`config.mk`:
```
export PLATFORM = sky130hd
export DESIGN_NAME = subneg_core
export DESIGN_NICKNAME = d
export VERILOG_FILES = /design/src/rtl/subneg_pkg.sv /design/src/rtl/subneg_alu.sv /design/src/rtl/subneg_pc.sv /design/src/rtl/subneg_seq.sv /design/src/rtl/subneg_core.sv
export SDC_FILE = /design/constraint.sdc
export NUM_CORES = 1
export LEC_CHECK = 0
export CAP_MARGIN = 10
export CORE_MARGIN = 2
export CORE_UTILIZATION = 56
export DETAILED_ROUTE_END_ITERATION = 10
export PLACE_DENSITY = 0.8
export SETUP_SLACK_MARGIN = 0.3
export SYNTH_ARGS = -nofsm -noshare
export SYNTH_HDL_FRONTEND = slang
export SYNTH_SLANG_ARGS = --single-unit
```
`constraint.sdc`:
```
create_clock -name clk -period 3.35 [get_ports clk]
set_clock_uncertainty 0.15 [all_clocks]
set_input_delay 0.67 -clock clk [delete_from_list [all_inputs] [get_ports clk]]
set_output_delay 0.67 -clock clk [all_outputs]
set_load 0.005 [all_outputs]
```
`src/rtl/subneg_pkg.sv`:
```
package subneg_pkg;
  typedef enum logic [2:0] {
    ST_FA   = 3'd0,
    ST_FB   = 3'd1,
    ST_FC   = 3'd2,
    ST_RA   = 3'd3,
    ST_RB   = 3'd4,
    ST_WR   = 3'd5,
    ST_HALT = 3'd6
  } step_e;
endpackage

```
`src/rtl/subneg_alu.sv`:
```
module subneg_alu #(
  parameter int DATA_W = 16
) (
  input  logic [DATA_W-1:0] minuend,
  input  logic [DATA_W-1:0] subtrahend,
  output logic [DATA_W-1:0] diff,
  output logic              neg
);
  always_comb begin
    diff = minuend - subtrahend;
    neg  = diff[DATA_W-1];
  end
endmodule

```
`src/rtl/subneg_pc.sv`:
```
module subneg_pc #(
  parameter int ADDR_W = 8
) (
  input  logic              clk,
  input  logic              rst,
  input  logic              commit,
  input  logic              take,
  input  logic [ADDR_W-1:0] target,
  output logic [ADDR_W-1:0] pc,
  output logic              halt_hit
);
  localparam logic [ADDR_W-1:0] STEP = ADDR_W'(3);

  always_comb halt_hit = take && (target == pc);

  always_ff @(posedge clk) begin
    if (rst)         pc <= '0;
    else if (commit) pc <= take ? target : pc + STEP;
  end

  p_pc_step_r4: assert property (@(posedge clk) disable iff (rst)
    commit && !take |=> pc == $past(pc) + STEP);
  p_pc_branch_r4: assert property (@(posedge clk) disable iff (rst)
    commit && take |=> pc == $past(target));
  p_pc_hold_r2: assert property (@(posedge clk) disable iff (rst)
    !commit |=> $stable(pc));
endmodule

```
`src/rtl/subneg_seq.sv`:
```
module subneg_seq
  import subneg_pkg::*;
#(
  parameter int DATA_W = 16,
  parameter int ADDR_W = 8
) (
  input  logic              clk,
  input  logic              rst,
  input  logic [ADDR_W-1:0] pc,
  input  logic              halt_hit,
  input  logic [DATA_W-1:0] diff,
  input  logic              neg,
  output logic              req_valid,
  input  logic              req_ready,
  output logic [ADDR_W-1:0] req_addr,
  output logic              req_we,
  output logic [DATA_W-1:0] req_wdata,
  input  logic              rsp_valid,
  input  logic [DATA_W-1:0] rsp_rdata,
  output logic [DATA_W-1:0] dat_a,
  output logic [DATA_W-1:0] dat_b,
  output logic              commit,
  output logic              take,
  output logic [ADDR_W-1:0] target,
  output logic              halted
);
  step_e             state;
  logic              wait_rsp;
  logic [DATA_W-1:0] op_a, op_b, op_c;
  logic              accept;

  always_comb begin
    unique case (state)
      ST_FA:   req_addr = pc;
      ST_FB:   req_addr = pc + ADDR_W'(1);
      ST_FC:   req_addr = pc + ADDR_W'(2);
      ST_RA:   req_addr = op_a[ADDR_W-1:0];
      default: req_addr = op_b[ADDR_W-1:0];
    endcase
    req_valid = !wait_rsp && (state != ST_HALT);
    req_we    = (state == ST_WR);
    req_wdata = diff;
    accept    = req_valid && req_ready;
    commit    = (state == ST_WR) && accept;
    take      = neg;
    target    = op_c[ADDR_W-1:0];
    halted    = (state == ST_HALT);
  end

  always_ff @(posedge clk) begin
    if (rst) begin
      state    <= ST_FA;
      wait_rsp <= 1'b0;
      op_a     <= '0;
      op_b     <= '0;
      op_c     <= '0;
      dat_a    <= '0;
      dat_b    <= '0;
    end else if (state == ST_WR) begin
      if (accept) state <= halt_hit ? ST_HALT : ST_FA;
    end else if (state != ST_HALT) begin
      if (!wait_rsp) begin
        if (accept) wait_rsp <= 1'b1;
      end else if (rsp_valid) begin
        wait_rsp <= 1'b0;
        unique case (state)
          ST_FA:   begin op_a  <= rsp_rdata; state <= ST_FB; end
          ST_FB:   begin op_b  <= rsp_rdata; state <= ST_FC; end
          ST_FC:   begin op_c  <= rsp_rdata; state <= ST_RA; end
          ST_RA:   begin dat_a <= rsp_rdata; state <= ST_RB; end
          default: begin dat_b <= rsp_rdata; state <= ST_WR; end
        endcase
      end
    end
  end

  p_hold_req_r5: assert property (@(posedge clk) disable iff (rst)
    req_valid && !req_ready |=> req_valid && $stable(req_addr)
                               && $stable(req_we) && $stable(req_wdata));
  p_one_outstanding_r6: assert property (@(posedge clk) disable iff (rst)
    req_valid && req_ready && !req_we |=> !req_valid);
  p_write_then_fetch_r2: assert property (@(posedge clk) disable iff (rst)
    req_valid && req_ready && req_we && !halt_hit |=> req_valid && !req_we && req_addr == $past(neg ? target : pc + ADDR_W'(3)));
  p_halt_sticky_r7: assert property (@(posedge clk) disable iff (rst)
    halted |=> halted);
  p_halt_quiet_r7: assert property (@(posedge clk) disable iff (rst)
    halted |-> !req_valid);
  p_reset_fetch_r1: assert property (@(posedge clk) disable iff (rst)
    $past(rst) |-> req_valid && !req_we && req_addr == '0 && !halted);
endmodule

```
`src/rtl/subneg_core.sv`:
```
module subneg_core #(
  parameter int DATA_W = 16,
  parameter int ADDR_W = 8
) (
  input  logic              clk,
  input  logic              rst,
  output logic              mem_req_valid,
  input  logic              mem_req_ready,
  output logic [ADDR_W-1:0] mem_req_addr,
  output logic              mem_req_we,
  output logic [DATA_W-1:0] mem_req_wdata,
  input  logic              mem_rsp_valid,
  input  logic [DATA_W-1:0] mem_rsp_rdata,
  output logic              halted
);
  logic [ADDR_W-1:0] pc, target;
  logic              halt_hit, commit, take, neg;
  logic [DATA_W-1:0] dat_a, dat_b, diff;

  subneg_pc #(.ADDR_W(ADDR_W)) u_pc (
    .clk(clk), .rst(rst), .commit(commit), .take(take),
    .target(target), .pc(pc), .halt_hit(halt_hit)
  );

  subneg_alu #(.DATA_W(DATA_W)) u_alu (
    .minuend(dat_b), .subtrahend(dat_a), .diff(diff), .neg(neg)
  );

  subneg_seq #(.DATA_W(DATA_W), .ADDR_W(ADDR_W)) u_seq (
    .clk(clk), .rst(rst), .pc(pc), .halt_hit(halt_hit),
    .diff(diff), .neg(neg),
    .req_valid(mem_req_valid), .req_ready(mem_req_ready),
    .req_addr(mem_req_addr), .req_we(mem_req_we), .req_wdata(mem_req_wdata),
    .rsp_valid(mem_rsp_valid), .rsp_rdata(mem_rsp_rdata),
    .dat_a(dat_a), .dat_b(dat_b), .commit(commit), .take(take),
    .target(target), .halted(halted)
  );
endmodule

```
==> results of run 1 <==
[registers in the layout, summed over array words and instances (netlist names)]
signal,cells
u_seq.op_a,8
u_seq.op_b,8
u_seq.dat_b,16
u_pc.pc,8
u_seq.state,3
u_seq.op_c,8
u_seq.wait_rsp,1
u_seq.dat_a,16
[metal layers]
| metal | routed length, µm | vias to the layer above | GRT usage (%) |
|---|---|---|---|
| li1 | - | 1912 | - |
| met1 | 4570 | 1907 | 37.20 |
| met2 | 5651 | 147 | 48.76 |
| met3 | 575 | 21 | 3.582 |
| met4 | 215 | 0 | 11.16 |
| met5 | 0 | - | 0 |
[metrics by stage]
step,TNS (ps),total power [mW],cells
floorplan,0,0.9169,509
global placement,-454.3,0.9780,638
detailed placement,-570.8,0.9801,638
CTS,-85.83,1.592,662
global route,-477.8,1.655,681
finish,-165.1,1.596,681
[where the power goes]
part / switching, mW / total, mW / internal (mW)
Sequential: 0.0120 / 0.826 / 0.814
Combinational: 0.0774 / 0.154 / 0.0771
Clock: 0.329 / 0.616 / 0.287
[worst max-delay path, stage by stage (launching register included)]
cell and delay, ps:
dfxtp_2 330, inv_2 60, ha_4 120, inv_2 30
fa_2 340, a211o_1 290, a21oi_2 170, o21ai_2 90
nand4_1 140, a31oi_4 110, a21o_1 190, a21oi_2 140
xnor2_1 120, buf_2 130
[Yosys cell counts, types with 3 or more instances]
library cell | number | area, µm²
a21oi_1 | 61 | 305.3
dfxtp_1 | 68 | 1361
nand3_1 | 9 | 45.04
a211oi_1 | 4 | 30.03
a2111oi_0 | 3 | 26.28
ha_1 | 19 | 237.7
xor2_1 | 10 | 87.58
clkbuf_1 | 22 | 82.58
a21o_2 | 3 | 26.28
and3_1 | 4 | 25.02
o211ai_1 | 3 | 22.52
nand2_1 | 87 | 326.6
xnor2_1 | 11 | 96.34
or4_1 | 4 | 30.03
a31oi_1 | 3 | 18.77
nor4_1 | 6 | 37.54
mux2i_1 | 29 | 290.3
a21o_1 | 6 | 45.04
inv_1 | 29 | 108.9
o21ai_0 | 17 | 85.08
nor2_1 | 47 | 176.4
or2_2 | 3 | 18.77
nand4_1 | 7 | 43.79
o21a_1 | 5 | 37.54
nor3_1 | 7 | 35.03
buf_1 | 4 | 15.01
[logic make-up (layout without fill, tap and decap cells)]
logic type | after synthesis | in the layout | share of synthesized area, %
AND/OR/NAND/NOR | 186 | 186 | 20.90
multiplexers | 30 | 30 | 7.622
adder cells (fa/ha/maj) | 20 | 20 | 6.515
flip-flops | 68 | 68 | 34.41
buffers and inverters | 60 | 136 | 6.261
AO/OA/AOI/OAI | 124 | 124 | 19.64
XOR/XNOR | 21 | 21 | 4.649
[layout make-up]
| type | count | area share (%) |
|---|---|---|
| clock buffers | 10 | 2.646 |
| clock inverters | 6 | 0.7456 |
| inverters | 30 | 2.213 |
| multi-input cells | 381 | 49.98 |
| flip-flops and latches | 68 | 26.86 |
| well taps | 96 | 2.309 |
| repair buffers | 90 | 15.25 |
[worst paths after layout]
check,end
setup / recovery,mem_req_wdata[14]
hold / removal,u_seq.dat_a[14]$_SDFFE_PP0P_
setup reg to reg,u_pc.pc[1]$_SDFFE_PP0P_
hold reg to reg,u_seq.dat_a[14]$_SDFFE_PP0P_
[repair_timing]
item,in CTS,in global routing
buffers inserted,8,19
hold buffers,0,0
pin swaps,22,22
cloned,0,0
endpoints found under the setup margin,20,18
gates resized for setup,85,45
endpoints found under the hold margin,0,0
==> results.toml, run 1 <==
[global_routing]
grt_max_degree = 46
grt_use_total_pct = 28.69
grt_antenna_before_repair = 0
gr-total-overflow = 0
grt_pass1_vias = 3668
grt_pass1_wl_mm = 17.44

[sta]
rsz0062_at_grt = "yes"
slew-limit-headroom_pct = 45.85
timing.fmax_ghz = 0.2907
fin_crit_sh_pct = 102.7
fin_worst_hold_slack_ps = 304.5
period_needed_ps = 3440
hold_violations = 0
setup_viol = 3
tightest_slew_ps = 809.3
slew_violations = 0
postLayoutSetupSlackWorst_ps = -90.47

[final_layout]
multi_input_area_mm2 = 0.002600
seqCellArea_mm2 = 0.001398
final_common_cell = "nand2_1"
fillers = 519
area_growth_pct = 31.50
design_area_mm2 = 0.005202
nNetsFinal = 620
drive_above_1_share_pct = 23.76
final_cell_mix = "87 x nand2_1, 53 x dfxtp_1, 51 x a21oi_1, 45 x nor2_1, 34 x buf_4"
final_util_pct = 76.15
antenna_cells = 0

[power_and_ir_drop]
power_leakage_nw = 1.985
ir_worst_vdd_v = 0.0002743
power.density_mw_per_mm2 = 306.8

[setup_path]
cp-startpoint = "u_seq.dat_b[0]$_SDFFE_PP0P_"
rr_startpoint = "u_seq.dat_a[1]$_SDFFE_PP0P_"
required_ps = 2530
r2r_slack_ps = 340
ff2ff_path_depth = 11
critPathCaptureType = "output pin"
crit_type = "register to output pin"
crit_arrival_ps = 2620
path_max_fanout = 2
critPathLaunchType = "register"

[job]
cap_violations = 0

[place]
place.gp.congestion = 0.9530
hpwl_mm = 7.203
place.port_buffers = 46
place_ws_ps = -356.0
placed_area_mm2 = 0.004574

[clocking]
cts.sinks = 68
numCtsBuffers = 9
htreeDepth = 3
clock_latency_ps = 350
cts_tree = "yes"
path_clk_slew_ps = 80
clockBufferDepth = 2
cts_root_buf = "clkbuf_8"

[die]
core_area_mm2 = 0.006832
die_y_um = 88.05
ioPinCount = 47
rows = 30
dieArea_mm2 = 0.007753
start_util_pct = 57.91
chipWidth_um = 88.05

[outcome]
status = "complete, but fails checks"
violations = "negative setup slack"

[routing]
post_drt_via_cell_ratio = 5.855
via_count = 3987
drc = 0
dr.pass1.iters = 5
drt_iter0_drc = 268
wl_mm = 11.01
drt-wirelength-per-cell_um = 16.17
ant_nets = 0

[logic_synthesis]
synth-seq-cells = 68
synth_area_per_cell_um2 = 7.773
syn-num-nets = 549
synth_ff_type = "dfxtp_1"
synth_edf_count = 0
yosysUniqueCellTypes = 59
synthCells = 509
yosysWarnings = 0
seq_area_frac_synth_pct = 34.41
syn_area_mm2 = 0.003956
synth-async-reset-ratio_pct = 0

[worst_hold_path]
hp-class = "register to register"
worstHoldStart = "u_seq.dat_a[14]$_SDFFE_PP0P_"
whs_path_depth = 2
(Power assumes the default switching activity.)
==> run 2, diff against run 1 <==
Settings changed: CAP_MARGIN 10 to unset.
==> results of run 2 <==
The final DEF is identical to that of run 1; final timing and power are the same.
==> run 3, diff against run 2 <==
Settings changed: CELL_PAD_IN_SITES_DETAIL_PLACEMENT set to 0, CELL_PAD_IN_SITES_GLOBAL_PLACEMENT set to 2, CORE_UTILIZATION 56 to 33, CTS_CLUSTER_DIAMETER set to 50, PLACE_DENSITY 0.8 to unset, PLACE_DENSITY_LB_ADDON set to 0.1, REMOVE_ABC_BUFFERS set to 1.
==> results.toml, run 3 (synthesized netlist as in run 1, its figures left out) <==
[outcome]
status = "complete, but fails checks"
violations = "negative setup slack"

[global_routing]
grt_pass1_vias = 3552
grt_max_degree = 42
gr-total-overflow = 0
grt_use_total_pct = 18.72
grt_antenna_before_repair = 0
grt_pass1_wl_mm = 18.71

[setup_path]
slowest_delay_ps = 390
crit_path_top_delay_cell = "fa_2"
crit_chain = "inv_2 > ha_4 > inv_2 > fa_2 > a211o_1 > a21oi_2 > o21ai_2 > nand4_1 > a31oi_2 > a21o_1 > a21oi_2 > xnor2_1 > buf_2"
path_max_fanout = 2
critPathLaunchType = "register"
crit_arrival_ps = 2690
cp-startpoint = "u_seq.dat_b[0]$_SDFFE_PP0P_"
required_ps = 2530
crit_type = "register to output pin"
critPathCaptureType = "output pin"
rr_startpoint = "u_seq.dat_a[1]$_SDFFE_PP0P_"

[routing]
dr.pass1.iters = 4
drc = 0
ant_nets = 0
via_count = 3668
drt_iter0_drc = 177
drt-wirelength-per-cell_um = 15.71
wl_mm = 11.47
post_drt_via_cell_ratio = 5.025

[power_and_ir_drop]
seqPwrFrac_pct = 41.2
p_switching_mw = 0.4682
power.density_mw_per_mm2 = 375.9
p_clk_share_pct = 51.2
p_int_mw = 1.542
power_mw = 2.010
switching_share_pct = 23.29
p_comb_share_pct = 7.6
ir_worst_vdd_v = 0.0001786
power_leakage_nw = 2.014

[final_layout]
final_common_cell = "nand2_1"
antenna_cells = 0
area_growth_pct = 35.17
final_cell_mix = "87 x nand2_1, 58 x dfxtp_1, 52 x a21oi_1, 45 x nor2_1, 35 x buf_4"
top_regs = "u_seq.dat_a: 16 flops, u_seq.dat_b: 16 flops"
drive_above_1_share_pct = 22.15
nNetsFinal = 622

[sta]
timing.fmax_ghz = 0.2851
tightest_slew_ps = 740.2
fin_crit_sh_pct = 104.7
period_needed_ps = 3508
setup_viol = 3
hold_violations = 0
slew-limit-headroom_pct = 50.66
postLayoutSetupSlackWorst_ps = -157.7
slew_violations = 0
rsz0062_at_grt = "yes"

[place]
hpwl_mm = 8.054
place.gp.congestion = 0.8230
place_ws_ps = -426.2
place.port_buffers = 46

[die]
die_y_um = 113.5
chipWidth_um = 113.5
rows = 39
core_area_mm2 = 0.01156
dieArea_mm2 = 0.01288
ioPinCount = 47
start_util_pct = 34.21

[worst_hold_path]
hp-class = "register to register"
worstHoldStart = "u_seq.dat_a[13]$_SDFFE_PP0P_"

[clocking]
htreeDepth = 3
clock_latency_ps = 340
postCtsHoldBufs = 0
cts.sinks = 68
clockBufferDepth = 2
path_clk_slew_ps = 60
numCtsBuffers = 9
cts_root_buf = "clkbuf_16"
cts_tree = "yes"

[job]
cap_violations = 0
## run 3: cell count changes in the layout (fill, tap and decap cells not counted), moves of 3 or more
cell,change
dfxtp_1,+5
clkbuf_8,-10
dfxtp_4,-4
dlygate4sd2_1,+3
clkbuf_16,+9
## run 3: power groups by stage
stage	Sequential, mW	Clock, mW	Combinational, mW
2_1_floorplan	0.848	0	0.0523
3_3_place_gp	0.846	0	0.142
3_5_place_dp	0.846	0	0.142
4_1_cts	0.827	1.06	0.150
5_1_grt	0.830	1.09	0.167
6_report	0.828	1.03	0.153
## run 3: per-stage QoR
| step | utilization [%] | std cells | setup TNS (ps) | hold WS (ps) | cell area (µm²) |
|---|---|---|---|---|---|
| 3_3_place_gp | 40.64 | 699 | -1199 | 291.1 | 4700 |
| 2_1_floorplan | - | 479 | 0 | 280.3 | 3821 |
| 4_1_cts | 45.44 | 724 | -523.8 | 304.4 | 5255 |
| 6_report | 46.24 | 730 | -168.2 | 302.6 | 5348 |
| 5_1_grt | 46.24 | 730 | -814.8 | 330.5 | 5348 |
| 3_5_place_dp | 40.64 | 699 | -1338 | 296.3 | 4700 |
## run 3: per-layer routing
layer	global-route usage, %	up-vias	wire, µm	share of wire (%)
li1	-	1913	-	-
met3	3.082	12	271	2.4
met4	6.911	0	170	1.5
met5	0	-	0	0
met1	26.12	1702	5855	51
met2	29.18	41	5169	45
## run 3: critical path, delay by kind of cell, from the launching register on
family	cells	cell delay [ps]
AOI/OAI and AO/OA	6	1020
DFF	1	320
adders and majority gates	2	510
buffers and inverters	3	230
xor gates and xnor gates	1	120
and+or+nand+nor	1	140
## run 3: area by class of cell
type / instances / area, µm²
Clock inverter: 7 / 91.34
Inverter: 30 / 112.6
Timing Repair Buffer: 92 / 808.3
Fill cell: 1198 / 6217
Clock buffer: 9 / 225.2
Multi-Input combinational cell: 381 / 2550
Tap cell: 143 / 178.9
Sequential cell: 68 / 1381
## run 3: path summary, 6_finish.rpt
path | cells past startpoint | slack (ps) | endpoint
worst max register to register | 13 | 210 | u_pc.pc[1]$_SDFFE_PP0P_
worst max-delay path | 13 | -160 | mem_req_wdata[14]
worst min register to register | 2 | 300 | u_seq.dat_a[13]$_SDFFE_PP0P_
worst min-delay path | 2 | 300 | u_seq.dat_a[13]$_SDFFE_PP0P_
## run 3: repair_timing
action / CTS / global route
buffers inserted: 9 / 6
pin swaps: 30 / 7
resized for setup: 94 / 20
setup endpoints to repair: 30 / 29
